==> src/rtl/sram_pkg.sv <==
package sram_pkg;
  localparam int BYTES   = 4;
  localparam int BYTE_W  = 8;
  localparam int DATA_W  = BYTES * BYTE_W;
  localparam int BURST_W = 2;

  typedef struct packed {
    logic             rdEn;
    logic             wrEn;
    logic [BYTES-1:0] byteWr;
    logic             outOff;
  } memStrobes_t;
endpackage

==> src/rtl/sram_burst_ctrl.sv <==
module sram_burst_ctrl
  import sram_pkg::*;
#(
  parameter int AW = 6
) (
  input  logic                 clk,
  input  logic                 rstN,
  input  logic                 adspN,
  input  logic                 adscN,
  input  logic                 advN,
  input  logic                 ce0N,
  input  logic                 ceAuxN,
  input  logic                 gwN,
  input  logic                 bweN,
  input  logic [BYTES-1:0]     bwN,
  input  logic                 burstLinear,
  input  logic [AW-1:0]        addr,
  output memStrobes_t          strb,
  output logic [AW-1:0]        accAddr
);
  logic               burstOn;
  logic [AW-1:0]      baseAddr;
  logic [BURST_W-1:0] cnt;

  logic procLow, ctrlLow, allOn;
  logic procStart, procDesel, ctrlStart, ctrlDesel, contCyc, anyStart;
  logic wrCmd;
  logic [BYTES-1:0]   byteSel;
  logic [BURST_W-1:0] nextCnt, seqLow;

  always_comb begin
    procLow   = !adspN;
    ctrlLow   = !adscN && adspN;
    allOn     = !ce0N && !ceAuxN;
    procStart = procLow && allOn;
    procDesel = procLow && !ce0N && ceAuxN;
    ctrlStart = ctrlLow && allOn;
    ctrlDesel = ctrlLow && !allOn;
    anyStart  = procStart || ctrlStart;
    contCyc   = adspN && adscN && burstOn;
    wrCmd     = !gwN || (!bweN && !(&bwN));
    if (!gwN)       byteSel = '1;
    else if (!bweN) byteSel = ~bwN;
    else            byteSel = '0;
    nextCnt = (contCyc && !advN) ? cnt + 1'b1 : cnt;
    if (burstLinear) seqLow = baseAddr[BURST_W-1:0] + nextCnt;
    else             seqLow = baseAddr[BURST_W-1:0] ^ nextCnt;
    accAddr = anyStart ? addr : {baseAddr[AW-1:BURST_W], seqLow};
    strb.rdEn   = procStart || ((ctrlStart || contCyc) && !wrCmd);
    strb.wrEn   = (ctrlStart || contCyc) && wrCmd;
    strb.byteWr = strb.wrEn ? byteSel : '0;
    strb.outOff = !procLow && wrCmd;
  end

  always_ff @(posedge clk) begin
    if (!rstN) begin
      burstOn  <= 1'b0;
      baseAddr <= '0;
      cnt      <= '0;
    end else if (anyStart) begin
      burstOn  <= 1'b1;
      baseAddr <= addr;
      cnt      <= '0;
    end else if (procDesel || ctrlDesel) begin
      burstOn  <= 1'b0;
    end else if (contCyc) begin
      cnt      <= nextCnt;
    end
  end

  AST_PROC_READ_ONLY: assert property (@(posedge clk) disable iff (!rstN)
    !adspN |-> !strb.wrEn);
  AST_BLOCKED_PROC: assert property (@(posedge clk) disable iff (!rstN)
    (!adspN && ce0N) |-> !(strb.rdEn || strb.wrEn));
  AST_NO_ENABLE_NO_BYTES: assert property (@(posedge clk) disable iff (!rstN)
    (gwN && bweN) |-> (strb.byteWr == '0));
  AST_DESEL_ENDS_BURST: assert property (@(posedge clk) disable iff (!rstN)
    (!adscN && adspN && ceAuxN) |=> !burstOn);
endmodule

==> src/rtl/sram_array_pipe.sv <==
module sram_array_pipe
  import sram_pkg::*;
#(
  parameter int DEPTH = 64,
  parameter int AW    = 6
) (
  input  logic              clk,
  input  logic              rstN,
  input  memStrobes_t       strb,
  input  logic [AW-1:0]     accAddr,
  input  logic [DATA_W-1:0] wdata,
  input  logic              oeN,
  output logic [DATA_W-1:0] rdata,
  output logic              rvalid
);
  logic [DATA_W-1:0] mem [DEPTH];
  logic [AW-1:0]     rdAddrQ;
  logic              rdValidQ;
  logic              rvalidQ;
  logic [DATA_W-1:0] rdataQ;

  always_ff @(posedge clk) begin
    for (int b = 0; b < BYTES; b++) begin
      if (strb.byteWr[b]) mem[accAddr][b*BYTE_W +: BYTE_W] <= wdata[b*BYTE_W +: BYTE_W];
    end
    rdataQ <= mem[rdAddrQ];
  end

  always_ff @(posedge clk) begin
    if (!rstN) begin
      rdAddrQ  <= '0;
      rdValidQ <= 1'b0;
      rvalidQ  <= 1'b0;
    end else begin
      rdAddrQ  <= accAddr;
      rdValidQ <= strb.rdEn;
      rvalidQ  <= rdValidQ && !strb.outOff;
    end
  end

  always_comb begin
    rvalid = rvalidQ && !oeN;
    rdata  = rvalid ? rdataQ : '0;
  end

  AST_OE_BLANKS: assert property (@(posedge clk) disable iff (!rstN)
    oeN |-> !rvalid);
  AST_READ_LATENCY: assert property (@(posedge clk) disable iff (!rstN)
    rvalid |-> $past(strb.rdEn, 2));
  AST_WRITE_MUTES: assert property (@(posedge clk) disable iff (!rstN)
    $past(strb.outOff) |-> !rvalidQ);
endmodule

==> src/rtl/sram_pipe_burst.sv <==
module sram_pipe_burst
  import sram_pkg::*;
#(
  parameter int DEPTH = 64,
  localparam int AW   = $clog2(DEPTH)
) (
  input  logic              clk,
  input  logic              rstN,
  input  logic              adspN,
  input  logic              adscN,
  input  logic              advN,
  input  logic              ce0N,
  input  logic              ceAuxN,
  input  logic              gwN,
  input  logic              bweN,
  input  logic [BYTES-1:0]  bwN,
  input  logic              oeN,
  input  logic              burstLinear,
  input  logic [AW-1:0]     addr,
  input  logic [DATA_W-1:0] wdata,
  output logic [DATA_W-1:0] rdata,
  output logic              rvalid
);
  memStrobes_t   strb;
  logic [AW-1:0] accAddr;

  sram_burst_ctrl #(.AW(AW)) uCtrl (
    .clk(clk), .rstN(rstN), .adspN(adspN), .adscN(adscN), .advN(advN),
    .ce0N(ce0N), .ceAuxN(ceAuxN), .gwN(gwN), .bweN(bweN), .bwN(bwN),
    .burstLinear(burstLinear), .addr(addr), .strb(strb), .accAddr(accAddr)
  );

  sram_array_pipe #(.DEPTH(DEPTH), .AW(AW)) uPipe (
    .clk(clk), .rstN(rstN), .strb(strb), .accAddr(accAddr), .wdata(wdata),
    .oeN(oeN), .rdata(rdata), .rvalid(rvalid)
  );
endmodule

==> config.mk <==
export PLATFORM = sky130hd
export DESIGN_NAME = sram_pipe_burst
export DESIGN_NICKNAME = d
export VERILOG_FILES = /design/src/rtl/sram_pkg.sv /design/src/rtl/sram_burst_ctrl.sv /design/src/rtl/sram_array_pipe.sv /design/src/rtl/sram_pipe_burst.sv
export SDC_FILE = /design/constraint.sdc
export NUM_CORES = 2
export LEC_CHECK = 0
export ABC_AREA = 1
export BUFFER_PORTS_ARGS = -buffer_cell sky130_fd_sc_hd__buf_2
export CAP_MARGIN = 5
export CORE_MARGIN = 10
export CORE_UTILIZATION = 68
export CTS_BUF_LIST = sky130_fd_sc_hd__clkbuf_16
export DETAILED_ROUTE_END_ITERATION = 10
export PLACE_DENSITY_LB_ADDON = 0.1
export SLEW_MARGIN = 20
export SYNTH_ARGS = -nofsm -noshare
export SYNTH_HDL_FRONTEND = slang
export SYNTH_SLANG_ARGS = --single-unit
==> constraint.sdc <==
create_clock -name clk -period 7.8 [get_ports clk]
set_clock_uncertainty 0.15 [all_clocks]
set_input_delay 0 -clock clk [delete_from_list [all_inputs] [get_ports clk]]
set_output_delay 0 -clock clk [all_outputs]
set_load 0.02 [all_outputs]
Word-level counts from Yosys, hierarchy flattened
Memory sizes are Yosys's and may differ from the RTL's. A register that Yosys moved wholly into a read port is not among the register bits.
Cells that the tools add are included.
{"block": "word_totals", "regBits": 17, "latchBits": 0, "ram_bits": 2048, "mem_bits_ro": 0, "input_bits": 53, "out_inout_bits": 33, "wordCells": 67, "mem_count": 1}
{"memory": "uPipe.mem", "depth": 64, "word_bits": 32, "rd": 1, "rd_clocked_by_memory_dff": 1, "write_ports": 1, "line_no": "sram_array_pipe.sv:16", "text": "logic [DATA_W-1:0] mem [DEPTH];"}
{"block": "op_classes", "n_addsub": 2, "multipliers": 0, "n_div": 0, "n_lt_le_gt_ge": 0, "n_eq_ne": 0, "shifts": 0, "n_mux": 17, "bitwise": 4, "n_reduce_logical": 37}
{"operator": "two-way mux 32 bit", "count": 1}
{"operator": "logical AND 1 bit", "count": 16}
{"operator": "zero test 1 bit", "count": 12}
{"operator": "two-way mux 4 bit", "count": 3}
{"operator": "two-way mux 1 bit", "count": 10}
{"operator": "two-way mux 6 bit", "count": 1}
{"operator": "logical OR 1 bit", "count": 5}
{"operator": "two-way mux 2 bit", "count": 2}
{"operator": "inverter 4 bit", "count": 1}
{"operator": "AND reduction 4 bit", "count": 1}
{"operator": "adder 2 x 1 -> 2 bit (second input constant)", "count": 1}
{"operator": "adder 2 bit", "count": 1}
{"operator": "inverter 1 bit", "count": 2}
{"operator": "AND reduction 2 bit", "count": 1}
{"operator": "nonzero test 2 bit", "count": 1}
{"operator": "OR reduction 2 bit", "count": 1}
{"operator": "XOR 2 bit", "count": 1}

Depth between registers and ports, before layout
{"block": "depth", "depth_word": 8, "ltp_mapped": 16}

Hierarchy
From an unflattened synthesis, not the netlist that was laid out.
{"block": "unflattened", "hier_cells": 7245, "hier_area_um2": 84917.7}
{"mod": "sram_array_pipe", "n_inst": 1, "cells_per_inst": 7146, "area_per_inst_um2": 84303.4}
{"mod": "sram_burst_ctrl", "n_inst": 1, "cells_per_inst": 99, "area_per_inst_um2": 614.3}

Worst setup path before layout
OpenSTA, ideal clock, no wires.
{"block": "synth_timing", "path_kind": "flip-flop to flip-flop", "start": "reg uCtrl.burstOn", "end": "mem uPipe.mem[53][0] in the netlist's numbering (enable)", "arrival_ns": 2.319, "slack_ns": 4.948, "stages_incl_launch_ff": 12, "path_cell_list": "dfxtp_1 inv_1 nor2_1 nand2_1 nand2_1 inv_1 ha_1 inv_1 o21ai_2 nand4_1 clkbuf_1 nor3_1"}
{"block": "synth_between", "elab_chain_len": 6, "word_cells_on_any_way": 12, "classes_between": "1 x add/sub; 6 x mux; 1 x bitwise; 4 x reduce/logical"}
{"element": "from (decl)", "line_no": "sram_burst_ctrl.sv:21", "text": "logic burstOn;"}
{"element": "from (signal assigned)", "line_no": "sram_burst_ctrl.sv:57", "text": "burstOn <= 1'b0;"}
{"element": "from (signal assigned)", "line_no": "sram_burst_ctrl.sv:61", "text": "burstOn <= 1'b1;"}
{"element": "from (signal assigned)", "line_no": "sram_burst_ctrl.sv:65", "text": "burstOn <= 1'b0;"}
{"element": "logical AND 1 bit *", "line_no": "sram_burst_ctrl.sv:40", "text": "contCyc = adspN && adscN && burstOn;"}
{"element": "logical AND 1 bit *", "line_no": "sram_burst_ctrl.sv:45", "text": "nextCnt = (contCyc && !advN) ? cnt + 1'b1 : cnt;"}
{"element": "two-way mux 2 bit *", "line_no": "sram_burst_ctrl.sv:45"}
{"element": "via uCtrl.nextCnt[0]", "line_no": "sram_burst_ctrl.sv:29", "text": "logic [BURST_W-1:0] nextCnt, seqLow;"}
{"element": "adder 2 bit or XOR 2 bit (tied branches)", "line_no": "sram_burst_ctrl.sv:46, sram_burst_ctrl.sv:47"}
{"element": "two-way mux 2 bit *", "line_no": "sram_burst_ctrl.sv:46", "text": "if (burstLinear) seqLow = baseAddr[BURST_W-1:0] + nextCnt;"}
{"element": "two-way mux 6 bit *", "line_no": "sram_burst_ctrl.sv:48", "text": "accAddr = anyStart ? addr : {baseAddr[AW-1:BURST_W], seqLow};"}
{"element": "to (decl)", "line_no": "sram_array_pipe.sv:16"}
Mark *: on every way through the listed nets, which the timed path passes. The rest lies on a longest branch.

Worst setup path after layout
{"block": "layout_timing", "start": "in ceAuxN", "end": "mem uPipe.mem[7][7] in the netlist's numbering (enable)"}
{"block": "layout_between", "elab_chain_len": 8, "word_cells_on_any_way": 11, "classes_between": "4 x mux; 7 x reduce/logical"}
{"element": "from (decl)", "line_no": "sram_pipe_burst.sv:13", "text": "input logic ceAuxN,"}
{"element": "zero test 1 bit *", "line_no": "sram_burst_ctrl.sv:34", "text": "allOn = !ce0N && !ceAuxN;"}
{"element": "logical AND 1 bit *", "line_no": "sram_burst_ctrl.sv:34"}
{"element": "logical AND 1 bit", "line_no": "sram_burst_ctrl.sv:37", "text": "ctrlStart = ctrlLow && allOn;"}
{"element": "logical OR 1 bit", "line_no": "sram_burst_ctrl.sv:50", "text": "strb.wrEn = (ctrlStart || contCyc) && wrCmd;"}
{"element": "logical AND 1 bit", "line_no": "sram_burst_ctrl.sv:50"}
{"element": "two-way mux 4 bit", "line_no": "sram_burst_ctrl.sv:51", "text": "strb.byteWr = strb.wrEn ? byteSel : '0;"}
{"element": "two-way mux 1 bit", "line_no": "sram_array_pipe.sv:24", "text": "if (strb.byteWr[b]) mem[accAddr][b*BYTE_W +: BYTE_W] <= wdata[b*BYTE_W +: BYTE_W];"}
{"element": "two-way mux 1 bit (implied by the code)", "line_no": "sram_array_pipe.sv:24"}
Mark *: on every way between the ends. The rest lies on a longest branch, timed or not.

==> reports/results.txt <==
Synth top area share: 72.7%
hold violation total from the final report: 0
first-pass GRT wire length: 341 mm
drt wl/cell: 25.9 um
Multi-input gate area: 20,300 sq um
unrepaired setup endpoints after global routing: false
crit-path max FO: 32
CP Data Required Time: 8.09 ns
layout cells sized above 1: 7.70%
sequential cell area fraction in the yosys report: 73.8%
Post-DP HPWL: 128 mm
Final Slew Violations: 0
starting density of the core: 68.5%
FP Rows: 129
Switch Pwr: 5190 uW
fill count: 7,817
Critical Path Slowest Stage Cell: nand4_1
# Post-CTS Setup Buffers: 0
max_cap viols: 0
# placed instances: 8,511
vias per cell: 6.45
Synth area leaders: edfxtp_1 (73%), nand3_1 (11%), nand2_1 (10%)
GRT Util Overall: 32.5%
1st-iter DRT viols: 9,186
cell chain of the critical path: dlygate4sd3_1 -> buf_2 -> dlygate4sd3_1 -> nor2_2 -> dlygate4sd3_1 -> nand2_1 -> inv_1 -> nand2_1 -> nand2_1 -> nand4_1 -> nor2_1
most common cell after layout, fill and taps aside: nand2_1
clk sinks: 2,097
core outline area: 124,000 sq um
Crit. End Element: flip-flop
Final period util: 71.0%
post-synthesis xor/xnor area fraction: 0.0103%
Synth Area in Simple Gates: 23.3%
Congestion Overflow GR: 0
H-tree levels: 4
CTS tree: done
overall power: 23,100 uW
Max VDD drop: 0.274 mV
FF/Latch Area: 62,500 sq um
Vias: 57.6k
final period demand of the worst path: 5.54 ns
Clock power frac: 40.0%
CP bufs+invs: 5
Non-Filler Instances: 8,942
Leak: 0.0325 uW
status: completed
Crit Path Category: input port to flip-flop
first-pass iteration count of the detailed router: 8
internal power: 18,000 uW
library cells used by synthesis: 26
Residual DRC: 0
CTS root buf: clkbuf_16
total routed wirelength: 232 mm
fraction of power consumed by sequential logic: 53.8%
yosys warns: 0
largest area contributor in the synthesized netlist: edfxtp_1
Setup crit start kind: input port
vias in the first global route: 54.7k
setup violators final: 0
worst min path class: input port to flip-flop
I/O pins: 86
number of port buffers: 85
relative slew slack: 16.5%
Worst-Skew Late Latency: 0.82 ns
pin count of the biggest net entering global routing: 240
fmax: 181 MHz
CTS buffer count: 197
switching part of the total: 22.4%
routability cong.: 0.901
fin nets: 7,187
CP peak stage delay: 1.19 ns
multiplexer share of the synthesized area: 0%
DRT antenna net count: 0
Post-Synthesis Cells: 7,214
initial antenna violation count: 11
most frequent cells in the layout: nand2_1 (2,259), edfxtp_1 (2,048), nand3_1 (1,915), clkbuf_16 (205), nor2_1 (173)
Post-Synth Adder-Cell Area: 0.0148%
cell area after placement: 85,800 sq um
Post-Synthesis Net Count: 7,268
slew of the pin with the lowest slew margin: 1.25 ns
clk slew on worst S/H paths: 0.06 ns
main combinational cell family by area after synthesis: simple AND/OR/NAND/NOR gates
Netlist Area Pre-Place: 84,600 sq um
post-route design area: 93,100 sq um
area grow syn2layout: 10.0%
Critical Path AT: 5.83 ns
Synth Area in Compound Gates: 0.143%
combinational share of power: 6.2%
Die Span Y: 373 um
CP delay by family, top: simple AND/OR/NAND/NOR gates
Die Footprint: 139,000 sq um
post-synthesis register bit count: 2,097
Die W: 373 um
Clock Path Buffers: 3
Power Dens Cells: 248 nW/um^2
setup_tns: 0 ns
Post-Syn Area per Cell: 11.7 sq um
## path summary, 6_finish.rpt
| kind | endpoint | from | depth (start not counted) | slack, ns |
|---|---|---|---|---|
| setup / recovery | uPipe.mem[7][7]$_DFFE_PP_ | ceAuxN | 11 | 2.26 |
| hold / removal | uPipe.rdAddrQ[1]$_SDFF_PN0_ | addr[1] | 4 | 0.05 |
| hold reg to reg | uCtrl.baseAddr[1]$_SDFFE_PN0N_ | uCtrl.baseAddr[1]$_SDFFE_PN0N_ | 2 | 0.40 |
| setup reg to reg | uPipe.mem[7][7]$_DFFE_PP_ | uCtrl.burstOn$_SDFFE_PN0P_ | 9 | 2.49 |
## registers in the layout, summed over array words and instances, names as in the netlist
| name | count |
|---|---|
| uPipe.rdataQ | 32 |
| uCtrl.baseAddr | 6 |
| uPipe.rvalidQ | 1 |
| uCtrl.cnt | 2 |
| uPipe.mem | 2048 |
| uPipe.rdAddrQ | 6 |
| uPipe.rdValidQ | 1 |
| uCtrl.burstOn | 1 |
## tightest hold or removal path: stages
cell	delay (ns)
dlygate4sd3_1	0.53
buf_2	0.14
nand2_1	0.21
a21oi_1	0.10
## stage by stage
step	worst slack (ns)	hold slack (ns)	util, %
after CTS	2.72	0.0113	74.9
after global routing	2.19	0.0866	75.3
after global placement	3.05	0.115	69.4
after floorplan	4.95	-0.0631	-
final	2.26	0.0513	75.3
after detailed placement	3.01	0.113	69.4
## power groups by stage
stage                     Combinational, uW  Clock [uW]  Sequential [uW]
after floorplan                         738           0            12700
after global placement                 1320           0            12700
after detailed placement               1340           0            12700
after CTS                              1370        9280            12400
after global routing                   1510        9750            12400
final                                  1430        9270            12500
## layer usage
metal | vias up | GRT usage, % | routed length, um
met3 | 639 | 8.15 | 29200
met5 | - | 0 | 58
met1 | 27628 | 44.1 | 84200
met4 | 8 | 16.1 | 12200
li1 | 25431 | - | -
met2 | 3942 | 49.2 | 106000
## synth_stat cells
cell / n
nand2_1: 2260
edfxtp_1: 2048
nand3_1: 1915
clkbuf_1: 309
nor2_1: 173
nor3_1: 129
buf_2: 124
buf_1: 62
inv_1: 55
dfxtp_1: 49
nand4_1: 37
inv_2: 14
a21oi_1: 6
o21ai_2: 6
nor2_4: 5
o21ai_0: 5
nor2_2: 4
buf_4: 3
buf_6: 2
nand2_2: 2
clkinv_1: 1
ha_1: 1
nand2_4: 1
o21bai_1: 1
o22ai_1: 1
xnor2_1: 1
## cell families (layout without fill, tap and decap cells)
family,count (synthesis),after routing
compound gates,19,19
xor+xnor,1,1
fa+ha+maj,1,1
buf+inv,570,654
flops,2097,2097
other cells,0,7
simple gates,4526,4526
## timing repair
| action | CTS | global route |
|---|---|---|
| endpoints found under the hold margin | 1936 | 0 |
| hold buffers | 58 | 0 |
| resized for setup | 0 | 0 |
## cell type report
cell class                 instances  area share (%)
inverter                          70           0.309
clock inverter                   159            1.16
timing repair buffer             220            1.85
antenna                            7          0.0188
tap                             1637            2.20
clock buffer                     205            5.51
multi-input combinational       4547            21.8
sequential                      2097            67.1
Power figures use the tool's default switching activity.
